<file path="config.mk">
export PLATFORM = sky130hd
export DESIGN_NAME = trit_alu_slice
export DESIGN_NICKNAME = d
export VERILOG_FILES = /design/src/rtl/trit_pkg.sv /design/src/rtl/trit_arith.sv /design/src/rtl/trit_logic.sv /design/src/rtl/trit_alu_slice.sv
export SDC_FILE = /design/constraint.sdc
export NUM_CORES = 1
export LEC_CHECK = 0
export ABC_CLOCK_PERIOD_IN_PS = 6100
export BUFFER_PORTS_ARGS = -buffer_cell sky130_fd_sc_hd__buf_2
export CAP_MARGIN = 0
export CORE_UTILIZATION = 29
export DETAILED_ROUTE_END_ITERATION = 8
export PLACE_DENSITY = 0.45
export SLEW_MARGIN = 20
export SYNTH_ARGS = -nofsm -noshare
export SYNTH_HDL_FRONTEND = slang
export SYNTH_SLANG_ARGS = --single-unit
</file>
<file path="constraint.sdc">
create_clock -name vclk -period 6.1
set_input_delay 1.22 -clock vclk [all_inputs]
set_output_delay 1.22 -clock vclk [all_outputs]
set_load 0.01 [all_outputs]
</file>
<file path="src/rtl/trit_pkg.sv">
package trit_pkg;
   typedef logic [1:0] trit_t;

   localparam trit_t TRIT_ZERO = 2'd0;
   localparam trit_t TRIT_ONE  = 2'd1;
   localparam trit_t TRIT_TWO  = 2'd2;
   localparam trit_t TRIT_BAD  = 2'd3;

   localparam int NUM_INV = 3;
   localparam int NUM_OPS = 13;

   typedef enum logic [1:0] {
      INV_SIMPLE = 2'd0,
      INV_POS    = 2'd1,
      INV_NEG    = 2'd2
   } inv_kind_e;

   typedef enum logic [3:0] {
      OP_ADD    = 4'd0,
      OP_SUB    = 4'd1,
      OP_MUL    = 4'd2,
      OP_CMP    = 4'd3,
      OP_MIN    = 4'd4,
      OP_MAX    = 4'd5,
      OP_XOR    = 4'd6,
      OP_NMIN_S = 4'd7,
      OP_NMIN_P = 4'd8,
      OP_NMIN_N = 4'd9,
      OP_NMAX_S = 4'd10,
      OP_NMAX_P = 4'd11,
      OP_NMAX_N = 4'd12
   } op_e;

   function automatic trit_t trit_min(trit_t x, trit_t y);
      return (x < y) ? x : y;
   endfunction

   function automatic trit_t trit_max(trit_t x, trit_t y);
      return (x > y) ? x : y;
   endfunction

   function automatic trit_t trit_inv(inv_kind_e k, trit_t x);
      trit_t r;
      case (k)
         INV_SIMPLE: r = TRIT_TWO - x;
         INV_POS:    r = (x == TRIT_TWO) ? TRIT_ZERO : TRIT_TWO;
         default:    r = (x == TRIT_ZERO) ? TRIT_TWO : TRIT_ZERO;
      endcase
      return r;
   endfunction
endpackage

</file>
<file path="src/rtl/trit_arith.sv">
module trit_arith
   import trit_pkg::*;
(
   input  trit_t a,
   input  trit_t b,
   output trit_t sum_r,
   output trit_t sum_c,
   output trit_t dif_r,
   output trit_t dif_b,
   output trit_t mul_r,
   output trit_t mul_c,
   output trit_t cmp_r
);
   logic [2:0] raw_sum;
   logic [2:0] raw_dif;
   logic [2:0] raw_mul;

   always_comb begin
      raw_sum = {1'b0, a} + {1'b0, b};
      raw_dif = {1'b0, a} + 3'd3 - {1'b0, b};
      raw_mul = 3'(a * b);

      sum_c = (raw_sum >= 3'd3) ? TRIT_ONE : TRIT_ZERO;
      sum_r = (raw_sum >= 3'd3) ? 2'(raw_sum - 3'd3) : raw_sum[1:0];

      dif_b = (a < b) ? TRIT_ONE : TRIT_ZERO;
      dif_r = (raw_dif >= 3'd3) ? 2'(raw_dif - 3'd3) : raw_dif[1:0];

      mul_c = (raw_mul == 3'd4) ? TRIT_ONE : TRIT_ZERO;
      mul_r = (raw_mul >= 3'd3) ? 2'(raw_mul - 3'd3) : raw_mul[1:0];

      if (a < b)       cmp_r = TRIT_ZERO;
      else if (a == b) cmp_r = TRIT_ONE;
      else             cmp_r = TRIT_TWO;
   end
endmodule

</file>
<file path="src/rtl/trit_logic.sv">
module trit_logic
   import trit_pkg::*;
(
   input  trit_t a,
   input  trit_t b,
   output trit_t lo,
   output trit_t hi,
   output trit_t xr,
   output trit_t [NUM_INV-1:0] nlo,
   output trit_t [NUM_INV-1:0] nhi
);
   logic [2:0] raw;

   always_comb begin
      lo  = trit_min(a, b);
      hi  = trit_max(a, b);
      raw = {1'b0, a} + {1'b0, b};
      xr  = (raw >= 3'd3) ? 2'(raw - 3'd3) : raw[1:0];
   end

   for (genvar k = 0; k < NUM_INV; k++) begin : g_inv
      localparam inv_kind_e KIND = inv_kind_e'(k);
      assign nlo[k] = trit_inv(KIND, lo);
      assign nhi[k] = trit_inv(KIND, hi);
   end
endmodule

</file>
<file path="src/rtl/trit_alu_slice.sv">
module trit_alu_slice
   import trit_pkg::*;
#(
   parameter int TRIT_W = 2,
   parameter int SEL_W  = 4
) (
   input  logic [TRIT_W-1:0] a_trit,
   input  logic [TRIT_W-1:0] b_trit,
   input  logic [SEL_W-1:0]  op_sel,
   output logic [TRIT_W-1:0] res_trit,
   output logic [TRIT_W-1:0] cy_trit,
   output logic              bad_code
);
   localparam logic [SEL_W-1:0] SEL_LIMIT = SEL_W'(NUM_OPS);

   if (TRIT_W != 2) begin : g_bad_trit_w
      $error("trit_alu_slice: TRIT_W must be 2");
   end
   if (SEL_W < 4) begin : g_bad_sel_w
      $error("trit_alu_slice: SEL_W must be at least 4");
   end

   trit_t sum_r, sum_c, dif_r, dif_b, mul_r, mul_c, cmp_r;
   trit_t lo, hi, xr;
   trit_t [NUM_INV-1:0] nlo;
   trit_t [NUM_INV-1:0] nhi;

   trit_arith u_arith (
      .a(a_trit), .b(b_trit),
      .sum_r(sum_r), .sum_c(sum_c),
      .dif_r(dif_r), .dif_b(dif_b),
      .mul_r(mul_r), .mul_c(mul_c),
      .cmp_r(cmp_r)
   );

   trit_logic u_logic (
      .a(a_trit), .b(b_trit),
      .lo(lo), .hi(hi), .xr(xr),
      .nlo(nlo), .nhi(nhi)
   );

   logic opnd_bad;
   logic sel_bad;
   op_e  op;

   always_comb begin
      opnd_bad = (a_trit == TRIT_BAD) || (b_trit == TRIT_BAD);
      sel_bad  = (op_sel >= SEL_LIMIT);
      op       = op_e'(op_sel[3:0]);
      res_trit = TRIT_ZERO;
      cy_trit  = TRIT_ZERO;
      bad_code = opnd_bad || sel_bad;
      if (!bad_code) begin
         case (op)
            OP_ADD:    begin res_trit = sum_r; cy_trit = sum_c; end
            OP_SUB:    begin res_trit = dif_r; cy_trit = dif_b; end
            OP_MUL:    begin res_trit = mul_r; cy_trit = mul_c; end
            OP_CMP:    res_trit = cmp_r;
            OP_MIN:    res_trit = lo;
            OP_MAX:    res_trit = hi;
            OP_XOR:    res_trit = xr;
            OP_NMIN_S: res_trit = nlo[INV_SIMPLE];
            OP_NMIN_P: res_trit = nlo[INV_POS];
            OP_NMIN_N: res_trit = nlo[INV_NEG];
            OP_NMAX_S: res_trit = nhi[INV_SIMPLE];
            OP_NMAX_P: res_trit = nhi[INV_POS];
            OP_NMAX_N: res_trit = nhi[INV_NEG];
            default:   res_trit = TRIT_ZERO;
         endcase
      end
   end
endmodule

</file>
# --- Word level (Yosys, flattened, before mapping) ---
# Index checks and enable logic that the tools add are counted.
classes:
  n_lt_le_gt_ge: 6
  n_reduce_logical: 6
  n_mux: 18
  n_mul: 1
  n_eq_ne: 18
  n_addsub: 8
op_table:
  columns: ["cell", "count"]
  rows:
  - ["2-bit 2-to-1 mux", 13]
  - ["2-bit one-hot mux with 12 select lines", 1]
  - ["4-bit == test, second input constant", 5]
  - ["4-bit by 3-bit == test with 1-bit output, second input constant", 4]
  - ["3-bit by 2-bit >= comparator with 1-bit output, second input constant", 3]
  - ["2-bit == test, second input constant", 4]
  - ["4-bit by 2-bit == test with 1-bit output, second input constant", 2]
  - ["2-bit one-hot mux with 3 select lines", 1]
  - ["2-bit subtractor, second input constant", 3]
  - ["4-bit by 1-bit == test with 1-bit output, second input constant", 1]
  - ["4-bit >= comparator, second input constant", 1]
  - ["2-bit zero test", 2]
  - ["4-bit zero test", 1]
  - ["2-bit subtractor, first input constant", 2]
  - ["2-bit by 2-bit adder with 3-bit output", 1]
  - ["2-bit by 2-bit adder with 3-bit output, second input constant", 1]
  - ["3-bit == test, second input constant", 1]
  - ["2-bit by 2-bit multiplier with 3-bit output", 1]
  - ["1-bit 2-to-1 mux", 3]
  - ["3-bit by 2-bit subtractor with 3-bit output", 1]
  - ["2-bit == test", 1]
  - ["2-bit > comparator", 1]
  - ["1-bit logical OR", 2]
  - ["2-bit less-than comparator", 1]
  - ["2-bit OR reduction", 1]
word_totals:
  regBits: 0
  in_bits: 8

# --- Longest topological paths before layout ---
# Gate-level depths: netlist of the first run.
logic_depth:
  word_depth: 6
  ltp_mapped: 11
  depth_no_buf: 11

# --- By module ---
# From an unflattened synthesis of the first run, not the netlist that was laid out.
hier_totals:
  hier_cells: 143
  area_unflattened_um2: 1079.8
by_module_without_submodules:
  columns: ["mod", "seq_area_each_um2", "cells_each", "area_each_um2", "n_inst"]
  rows:
  - ["trit_alu_slice", 0.0, 60, 406.6, 1]
  - ["trit_arith", 0.0, 43, 345.3, 1]
  - ["trit_logic", 0.0, 40, 327.8, 1]

# --- Worst setup path after synthesis of the first run ---
# No wires, ideal clock.
synth_timing:
  path_type: "input -> output"
  start: "input port b_trit[0]"
  end: "output port res_trit[0]"
  path_slack_ns: 1.793
  path_stages: 7
  path_buffers: 0
  t_required_ns: 4.880
  arrival_time_ns: 3.087
  cell_sequence: "inv_1 > ha_1 > fa_1 > ha_1 > or4_1 > o221a_1 > a31oi_1"
synth_via:
  elab_chain_len: 5
  word_cells_on_any_way: 26
  classes_between: "add/sub: 7; mul: 1; order compare: 5; eq/ne: 2; mux: 9; reduce/logical: 2"
synth_rtl:
  columns: ["item", "line", "source"]
  rows:
  - ["from (decl)", "trit_alu_slice.sv:8", "input logic [TRIT_W-1:0] b_trit,"]
  - ["2-bit by 2-bit multiplier with 3-bit output (tied with other cells)", "trit_arith.sv:21", "raw_mul = 3'(a * b);"]
  - ["3-bit by 2-bit >= comparator with 1-bit output (tied with other cells)", "trit_arith.sv:30", "mul_r = (raw_mul >= 3'd3) ? 2'(raw_mul - 3'd3) : raw_mul[1:0];"]
  - ["2-bit 2-to-1 mux (tied with other cells)", "trit_arith.sv:30", null]
  - ["2-bit one-hot mux with 12 select lines", "trit_alu_slice.sv:54", "case (op)"]
  - ["2-bit 2-to-1 mux *", "trit_alu_slice.sv:53", "if (!bad_code) begin"]
  - ["to (decl)", "trit_alu_slice.sv:10", "output logic [TRIT_W-1:0] res_trit,"]
# Mark *: on every way between the ends. The rest lies on a longest branch, timed or not.

# --- Worst setup path after layout of the first run ---
layout_timing:
  start: "input port a_trit[0]"
  end: "output port res_trit[0]"
layout_via:
  elab_chain_len: 6
  word_cells_on_any_way: 27
  classes_between: "add/sub: 8; mul: 1; order compare: 5; eq/ne: 2; mux: 9; reduce/logical: 2"
layout_rtl:
  columns: ["item", "line", "source"]
  rows:
  - ["from (decl)", "trit_alu_slice.sv:7", "input logic [TRIT_W-1:0] a_trit,"]
  - ["2-bit by 2-bit adder with 3-bit output", "trit_arith.sv:20", "raw_dif = {1'b0, a} + 3'd3 - {1'b0, b};"]
  - ["3-bit by 2-bit subtractor with 3-bit output", "trit_arith.sv:20", null]
  - ["3-bit by 2-bit >= comparator with 1-bit output or 2-bit subtractor (tied branches)", "trit_arith.sv:27", "dif_r = (raw_dif >= 3'd3) ? 2'(raw_dif - 3'd3) : raw_dif[1:0];"]
  - ["2-bit 2-to-1 mux", "trit_arith.sv:27", null]
  - ["2-bit one-hot mux with 12 select lines", "trit_alu_slice.sv:54", null]
  - ["2-bit 2-to-1 mux *", "trit_alu_slice.sv:53", null]
# Marked as above.

==> run_results.csv, run 1 <==
group,metric,value,unit
pwr,internal_power,0.0273,mW
cts,cts_setup_buffers,0,
global_routing,busiest_layer,"met2",
routing,post_detailed_route_via_to_cell_ratio,5.35,
timing,final_period_minus_worst_setup_slack,4.71,ns
pwr,sequentialPowerShare,0,%
critical_path,required,4.88,ns
logic_synthesis,syn_avg_cell_area,7.09,um2
logic_synthesis,synth_warnings,0,
routing,finalWirelength,1820,um
critical_path,critical_path.startpoint_type,"input port",
final_layout,diodes,0,
logic_synthesis,synth_xor_area_share,2.40,%
routing,dr.pass1.iters,4,
global_routing,gr-usage-met3,0.870,%
global_routing,gr-usage-all-layers,14.9,%
logic_synthesis,ys_seq_area_share,0,%
routing,drtAntennaViolNets,0,
critical_path,worst-endpoint-arrival,3.49,ns
global_routing,pin_count_of_the_biggest_net_entering_global_routing,14,
pwr,power_dissipated_by_switching_net_loads,0.0393,mW
critical_path,critPathCaptureType,"output pin",
critical_path,timing.critical_path.fanout_max,7,
timing,report.final.hold_viol_count,0,
final_layout,clockBufferCount,0,
routing,first_iter_violations,10,
logic_synthesis,yosys.area_share.simple,25.3,%
pwr,combPwrFrac,100.0,%
final_layout,numSequentialCells,0,
pwr,power_switching_share,59.0,%
logic_synthesis,synth-compound-area-share,25.3,%
place,dp_worst_setup_slack,1.38,ns
final_layout,layout-area-overhead-vs-synth,10.3,%
pwr,leakagePower,0.378,nW
logic_synthesis,mappedNetlistArea,731,um2
logic_synthesis,synth_cell_types,37,
floorplanning,placement_rows,17,
floorplanning,die_width,52.2,um
timing,total_count_of_max_transition_violations_in_the_final_report,0,
global_routing,use_met2,26.1,%
timing,final.hold.worst_slack,2.78,ns
global_routing,grt_first_pass_wirelength,3170,um
final_layout,regArea,0,um2
timing,clock.fmax,212,MHz
global_routing,antenna_found_initial,0,
timing,finalSetupViolations,0,
timing,max_slew_margin,66.2,%
final_layout,post_route_cells_drive_above_1_share,13.5,%
place,count_of_input_and_output_buffers,12,
final_layout,final_core_utilization,35.1,%
timing,worst_pin_slew,0.505,ns
routing,drt-wirelength-per-cell,13.1,um
floorplanning,ios,13,
final_layout,final_nets,139,
pwr,cellPowerDensity,82.7,mW/mm2
routing,route.detailed.drc,0,
place,dp_hpwl,1570,um
pwr,power.share.clock,0,%
timing,grt_setup_unrepaired,"false",
floorplanning,coreArea,0.00230,mm2
run_status,status,"finished clean",
logic_synthesis,synth_top_family_by_area,"adder cells",
floorplanning,die_height,52.2,um
logic_synthesis,synth_fa_ha_area_share,32.9,%
logic_synthesis,muxShareOfSynthArea,5.65,%
logic_synthesis,yosysTopAreaCellShare,27.4,%
place,place.gp.congestion,0.851,
routing,dr_total_vias,744,
global_routing,grt_pass1_vias,704,
timing,tns,0,ns
logic_synthesis,yosys-top-cells-area,"sky130_fd_sc_hd__ha_1, sky130_fd_sc_hd__nor2_1, sky130_fd_sc_hd__fa_1, sky130_fd_sc_hd__inv_1, sky130_fd_sc_hd__mux2i_1",
logic_synthesis,post-synth-top-area-cell,"sky130_fd_sc_hd__ha_1",
logic_synthesis,postSynthCellCount,103,
cts,cts_resized,0,
timing,worst_slack,1.39,ns
global_routing,global_route.overflow_total,0,
global_routing,globalRouteMet1Util,20.9,%
floorplanning,design.die.area,0.00272,mm2
cts,cts_hold_buf,0,
floorplanning,initial_utilization,31.8,%
pwr,worst_ir_drop_vdd,0.0370,mV
timing,layout_worst_path_cycle_share,77.3,%
hold_path,class_of_the_worst_hold_path,"in2out",
critical_path,setup.worst_path.class,"in2out",
run,max_cap_violations,0,
logic_synthesis,synth.net_count,129,
## through the flow
step                      instance area [um2]  power, mW  std cells
after global routing                      806     0.0756        139
after global placement                    806     0.0668        139
final                                     806     0.0666        139
after CTS                                 806     0.0670        139
after detailed placement                  806     0.0667        139
after floorplan                           731     0.0487        103
## synthesized netlist by cell type
library cell	instances
sky130_fd_sc_hd__o21bai_2	1
sky130_fd_sc_hd__a31oi_1	2
sky130_fd_sc_hd__or2_1	1
sky130_fd_sc_hd__or3_1	1
sky130_fd_sc_hd__nor3_1	4
sky130_fd_sc_hd__conb_1	1
sky130_fd_sc_hd__o21ai_1	2
sky130_fd_sc_hd__a21boi_0	1
sky130_fd_sc_hd__nand2b_1	1
sky130_fd_sc_hd__o32ai_1	3
sky130_fd_sc_hd__buf_2	1
sky130_fd_sc_hd__mux2i_1	3
sky130_fd_sc_hd__nor2b_1	4
sky130_fd_sc_hd__inv_1	10
sky130_fd_sc_hd__mux2_2	1
sky130_fd_sc_hd__nor2_1	12
sky130_fd_sc_hd__a32o_1	1
sky130_fd_sc_hd__buf_4	1
sky130_fd_sc_hd__a21oi_1	3
sky130_fd_sc_hd__o221a_1	1
sky130_fd_sc_hd__o221ai_1	2
sky130_fd_sc_hd__and2b_2	1
sky130_fd_sc_hd__o211ai_1	2
sky130_fd_sc_hd__a211oi_1	1
sky130_fd_sc_hd__xor2_1	2
sky130_fd_sc_hd__nand3_1	2
sky130_fd_sc_hd__o21ai_0	4
sky130_fd_sc_hd__nand2_1	8
sky130_fd_sc_hd__or4_1	2
sky130_fd_sc_hd__a22oi_1	2
sky130_fd_sc_hd__nor4_1	1
sky130_fd_sc_hd__ha_1	16
sky130_fd_sc_hd__clkbuf_1	1
sky130_fd_sc_hd__buf_1	1
sky130_fd_sc_hd__o22ai_1	1
sky130_fd_sc_hd__and2_1	1
sky130_fd_sc_hd__fa_1	2
## area by class of cell
type                            instances  area (um2)
Tap cell                               28        35.0
Timing Repair Buffer                   12        60.1
Multi-Input combinational cell         89         673
Fill cell                             256        1490
Inverter                               10        37.5
## routing by layer
layer | up-vias | part of all wire, %
li1 | 387 | -
met4 | 0 | 0.44
met3 | 2 | 5.6
met2 | 24 | 46
met5 | - | 0
met1 | 331 | 48
## power by group through the flow
stage | combinational [mW] | sequential, mW | clock (mW)
final | 0.0666 | 0 | 0
after global routing | 0.0756 | 0 | 0
after CTS | 0.0670 | 0 | 0
after detailed placement | 0.0667 | 0 | 0
after global placement | 0.0668 | 0 | 0
after floorplan | 0.0487 | 0 | 0
## kinds of logic (layout without fill, tap and decap cells)
kind of cell	count (synthesis)	count (layout)
mux	4	4
fa+ha+maj	18	18
simple gates	38	38
xor+xnor	2	2
other cells	1	1
compound gates	26	26
buf+inv	14	22
## placed cells by master (no fill, tap or decap), types with 3 or more instances in the layout
cell,count
sky130_fd_sc_hd__a21oi_1,3
sky130_fd_sc_hd__buf_2,12
sky130_fd_sc_hd__ha_1,16
sky130_fd_sc_hd__inv_1,10
sky130_fd_sc_hd__mux2i_1,3
sky130_fd_sc_hd__nand2_1,8
sky130_fd_sc_hd__nor2_1,12
sky130_fd_sc_hd__nor2b_1,4
sky130_fd_sc_hd__nor3_1,4
sky130_fd_sc_hd__o21ai_0,4
sky130_fd_sc_hd__o32ai_1,3
## path summary, 6_finish.rpt
| path | startpoint | to | slack, ns | depth (start not counted) |
|---|---|---|---|---|
| max | a_trit[0] | res_trit[0] | 1.39 | 12 |
| min | op_sel[3] | cy_trit[0] | 2.78 | 3 |
## critical path, cell delays in order
cell,delay (ns)
sky130_fd_sc_hd__buf_2,0.15
sky130_fd_sc_hd__ha_1,0.28
sky130_fd_sc_hd__inv_1,0.11
sky130_fd_sc_hd__fa_1,0.52
sky130_fd_sc_hd__inv_1,0.06
sky130_fd_sc_hd__ha_1,0.17
sky130_fd_sc_hd__nor2b_1,0.24
sky130_fd_sc_hd__nand2_1,0.12
sky130_fd_sc_hd__o221ai_1,0.15
sky130_fd_sc_hd__o21ai_0,0.12
sky130_fd_sc_hd__a31oi_1,0.19
sky130_fd_sc_hd__buf_2,0.15
(Power assumes the default switching activity.)
==> run 2, diff against run 1 <==
Settings changed: ABC_CLOCK_PERIOD_IN_PS 6100 to 4600.
Clock period 6.1 ns to 4.6 ns, I/O delays scaled along.
==> run 2 against run 1 <==
  * Sequential share of layout area did not move
  * Power is 36% higher
  * Core utilization is 0.33 points higher
  * First-iteration DRC count is 90% higher
  * Routed wire length decreased by 4.1%
  * Non-clock buffer count up 1
  * Die area unchanged
  * Final area rose by 0.93%
  * Flip-flop and latch count stayed put
  * Clock-buffer cell count unchanged
  * Combinational power up 36%
  * Critical path depth shrank 3
  * Largest cell class unchanged
  * Highest routed layer is now met3
==> run_results.csv, run 2 (same netlist as run 1, synthesis figures left out) <==
group,metric,value,unit
final_layout,numSequentialCells,0,
pwr,power,0.0906,mW
timing,tns,0,ns
global_routing,gr-usage-all-layers,14.2,%
timing,final.hold.worst_slack,2.18,ns
floorplanning,ios,13,
critical_path,worst_setup_path_startpoint,"b_trit[0]",
final_layout,post_route_cells_drive_above_1_share,14.3,%
pwr,leakagePower,0.383,nW
floorplanning,placement_rows,17,
critical_path,required,3.68,ns
critical_path,setup.worst_path.class,"in2out",
final_layout,final_common_cell,"sky130_fd_sc_hd__ha_1",
routing,finalWirelength,1750,um
final_layout,instances_no_fill,140,
place,place.gp.congestion,0.837,
final_layout,diodes,0,
floorplanning,design.die.area,0.00272,mm2
run,max_cap_violations,0,
floorplanning,die_height,52.2,um
cts,cts_setup_buffers,0,
routing,drt-wirelength-per-cell,12.5,um
timing,worst_slack,0.549,ns
place,placement.cell_area,813,um2
final_layout,layout-area-overhead-vs-synth,11.3,%
place,dp_hpwl,1480,um
critical_path,critPathCaptureType,"output pin",
final_layout,commonest_cells_after_routing_fill_and_taps_aside,"sky130_fd_sc_hd__ha_1, sky130_fd_sc_hd__nor2_1, sky130_fd_sc_hd__buf_2",
timing,report.final.hold_viol_count,0,
final_layout,regArea,0,um2
timing,finalSetupViolations,0,
hold_path,timing.hold.worst.start,"op_sel[3]",
timing,layout_worst_path_cycle_share,88.1,%
run_status,status,"finished clean",
floorplanning,coreArea,0.00230,mm2
final_layout,final_core_utilization,35.4,%
routing,first_iter_violations,19,
timing,clock.fmax,247,MHz
timing,final_period_minus_worst_setup_slack,4.05,ns
routing,post_detailed_route_via_to_cell_ratio,5.21,
global_routing,pin_count_of_the_biggest_net_entering_global_routing,14,
pwr,internal_power,0.0380,mW
pwr,combPwrFrac,100.0,%
floorplanning,die_width,52.2,um
place,dp_worst_setup_slack,0.560,ns
final_layout,clockBufferCount,0,
place,post-place-cells,140,
place,count_of_input_and_output_buffers,12,
critical_path,worst-endpoint-arrival,3.13,ns
pwr,power_switching_share,58.1,%
floorplanning,initial_utilization,31.8,%
routing,dr_total_vias,729,
timing,total_count_of_max_transition_violations_in_the_final_report,0,
critical_path,critical_path.startpoint_type,"input port",
global_routing,grt_first_pass_wirelength,3040,um
routing,route.detailed.drc,0,
pwr,cellPowerDensity,111,mW/mm2
critical_path,timing.critical_path.fanout_max,5,
routing,drtAntennaViolNets,0,
timing,grt_setup_unrepaired,"false",
pwr,power_dissipated_by_switching_net_loads,0.0526,mW
cts,cts_resized,0,
pwr,worst_ir_drop_vdd,0.0538,mV
cts,cts_hold_buf,0,
final_layout,final_nets,140,
routing,dr.pass1.iters,4,
global_routing,grt_pass1_vias,685,
pwr,power.share.clock,0,%
final_layout,post_route_cell_area,813,um2
global_routing,global_route.overflow_total,0,
global_routing,antenna_found_initial,0,
pwr,sequentialPowerShare,0,%
hold_path,class_of_the_worst_hold_path,"in2out",
[run 2: final cells by class]
type               instances  area [um2]
multi-input cells         89         673
fillers                  251        1480
repair buffers            13        67.6
well taps                 28        35.0
inverters                 10        37.5
[run 2: layer usage]
layer	GRT usage [%]	up-vias	part of all wire [%]
met1	20.3	326	54
met5	0	-	0
li1	-	385	-
met3	0.580	0	4.2
met2	24.8	18	42
met4	0.439	0	0
[run 2: critical path, cell delays in order]
cell and delay [ns]:
sky130_fd_sc_hd__buf_2 0.13, sky130_fd_sc_hd__inv_1 0.09, sky130_fd_sc_hd__ha_1 0.20, sky130_fd_sc_hd__fa_1 0.48
sky130_fd_sc_hd__ha_1 0.25, sky130_fd_sc_hd__or4_1 0.54, sky130_fd_sc_hd__o221a_1 0.25, sky130_fd_sc_hd__a31oi_1 0.12
sky130_fd_sc_hd__buf_2 0.15
[run 2: final timing paths]
path / end / slack (ns) / cells after the start
hold / removal: cy_trit[0] / 2.18 / 3
setup / recovery: res_trit[0] / 0.55 / 9
[run 2: power by group through the flow]
stage | Clock [mW] | Sequential [mW] | Combinational (mW)
after floorplan | 0 | 0 | 0.0646
after global placement | 0 | 0 | 0.0911
after detailed placement | 0 | 0 | 0.0902
after CTS | 0 | 0 | 0.0904
after global routing | 0 | 0 | 0.104
final | 0 | 0 | 0.0906
==> run 3, diff against run 2 <==
Settings changed: ABC_CLOCK_PERIOD_IN_PS 4600 to 3600, PLACE_DENSITY 0.45 to 0.47, TNS_END_PERCENT set to 10.
Clock period 4.6 ns to 3.6 ns, I/O delays scaled along.
==> run 3 against run 2 <==
  * Global-route usage up 2.1 points
  * Sequential share of layout area unchanged
  * Clock-buffer cell count unchanged
  * Final area up 20%
  * Routed wire length up 17%
  * Final cell count up 9.3%
  * Non-clock buffer count up 13
  * Via count up 11%
  * Flip-flop and latch count unchanged
  * Die area unchanged
  * Critical path type unchanged
  * Critical endpoint unchanged
  * Largest cell class unchanged
  * Highest routed layer unchanged
==> run_results.csv, run 3 (same netlist as run 1, synthesis figures left out) <==
group,metric,value,unit
critical_path,critical_path.cell_chain,"buf_2 > buf_4 > ha_1 > o21bai_4 > mux2i_4 > buf_4 > or4_1 > o221a_1 > a31oi_1 > buf_2",
critical_path,critPathCaptureType,"output pin",
routing,route.detailed.drc,0,
place,dp_worst_setup_slack,-0.0788,ns
timing,layout_worst_path_cycle_share,97.7,%
timing,total_count_of_max_transition_violations_in_the_final_report,0,
global_routing,use_met2,31.2,%
routing,drt-wirelength-per-cell,13.4,um
place,dp_hpwl,1700,um
global_routing,busiest_layer,"met2",
critical_path,critical_path.startpoint_type,"input port",
final_layout,final_nets,153,
final_layout,final_common_cell,"sky130_fd_sc_hd__buf_4",
place,count_of_input_and_output_buffers,12,
floorplanning,initial_utilization,31.8,%
final_layout,regArea,0,um2
final_layout,post_route_cells_drive_above_1_share,30.4,%
timing,report.final.hold_viol_count,0,
final_layout,post_route_cell_area,977,um2
routing,drtAntennaViolNets,0,
timing,grt_setup_unrepaired,"false",
pwr,power,0.149,mW
global_routing,grt_first_pass_wirelength,3460,um
timing,clock.fmax,284,MHz
floorplanning,coreArea,0.00230,mm2
global_routing,globalRouteMet1Util,21.1,%
global_routing,global_route.overflow_total,0,
hold_path,class_of_the_worst_hold_path,"in2out",
run_status,status,"finished clean",
routing,finalWirelength,2050,um
critical_path,critical-path-max-stage-delay,0.52,ns
cts,cts_hold_buf,0,
timing,finalSetupViolations,0,
final_layout,numSequentialCells,0,
global_routing,gr-usage-met3,0.290,%
global_routing,gr-usage-all-layers,16.3,%
pwr,leakagePower,0.446,nW
place,place.gp.congestion,0.868,
critical_path,required,2.88,ns
floorplanning,ios,13,
timing,final.hold.worst_slack,1.77,ns
routing,first_iter_violations,11,
global_routing,antenna_found_initial,0,
place,placement.cell_area,903,um2
global_routing,pin_count_of_the_biggest_net_entering_global_routing,14,
final_layout,diodes,0,
floorplanning,die_height,52.2,um
final_layout,clockBufferCount,0,
pwr,worst_ir_drop_vdd,0.0700,mV
routing,post_detailed_route_via_to_cell_ratio,5.31,
run,max_cap_violations,0,
floorplanning,design.die.area,0.00272,mm2
critical_path,timing.critical_path.fanout_max,6,
critical_path,worst-endpoint-arrival,2.80,ns
routing,dr_total_vias,812,
floorplanning,placement_rows,17,
timing,worst_slack,0.0835,ns
pwr,cellPowerDensity,153,mW/mm2
final_layout,commonest_cells_after_routing_fill_and_taps_aside,"sky130_fd_sc_hd__buf_4, sky130_fd_sc_hd__nor2_1, sky130_fd_sc_hd__ha_1",
final_layout,layout-area-overhead-vs-synth,33.7,%
global_routing,grt_pass1_vias,787,
critical_path,setup.worst_path.class,"in2out",
timing,final_period_minus_worst_setup_slack,3.52,ns
routing,dr.pass1.iters,4,
floorplanning,die_width,52.2,um
critical_path,cp_slowest_cell,"sky130_fd_sc_hd__or4_1",
## run 3: changes by cell type in the layout (fill, tap and decap cells not counted), sizes merged
cell  previous run  this run
buf             13        26
## run 3: timing repair
item	4_1_cts	5_1_grt
endpoints found under the setup margin	2	2
gates resized for setup	1	16
setup buffers	0	1
pin swaps	0	5
## run 3: cell type report
class              instances  area (um2)
inverters                 10        37.5
fillers                  251        1320
repair buffers            26         174
well taps                 28        35.0
multi-input cells         89         731
## run 3: power breakdown
part           internal, mW  total, mW  switching [mW]
Combinational        0.0725      0.149          0.0769
Clock                     0          0               0
Sequential                0          0               0
## run 3: worst paths after layout
kind | from | depth (start not counted) | slack (ns) | end
max | a_trit[1] | 10 | 0.08 | res_trit[0]
min | op_sel[3] | 3 | 1.77 | cy_trit[0]
## run 3: worst max-delay path, delay by kind of cell
kind / cells / cell delay, ns
and+or+nand+nor: 1 / 0.52
muxes: 1 / 0.22
adders and majority gates: 1 / 0.26
buffers and inverters: 4 / 0.54
AOI/OAI and AO/OA: 3 / 0.52
## run 3: per-stage QoR
stage / TNS, ns / util, % / instances
2_1_floorplan: 0 / - / 103
3_3_place_gp: -0.0375 / 39.3 / 152
3_5_place_dp: -0.0800 / 39.3 / 152
4_1_cts: -0.0122 / 39.5 / 152
5_1_grt: 0 / 42.5 / 153
6_report: 0 / 42.5 / 153
## run 3: per-layer routing
| metal | up-vias | share of wire [%] |
|---|---|---|
| li1 | 412 | - |
| met1 | 388 | 51 |
| met2 | 12 | 47 |
| met3 | 0 | 2.7 |
| met4 | 0 | 0 |
| met5 | - | 0 |
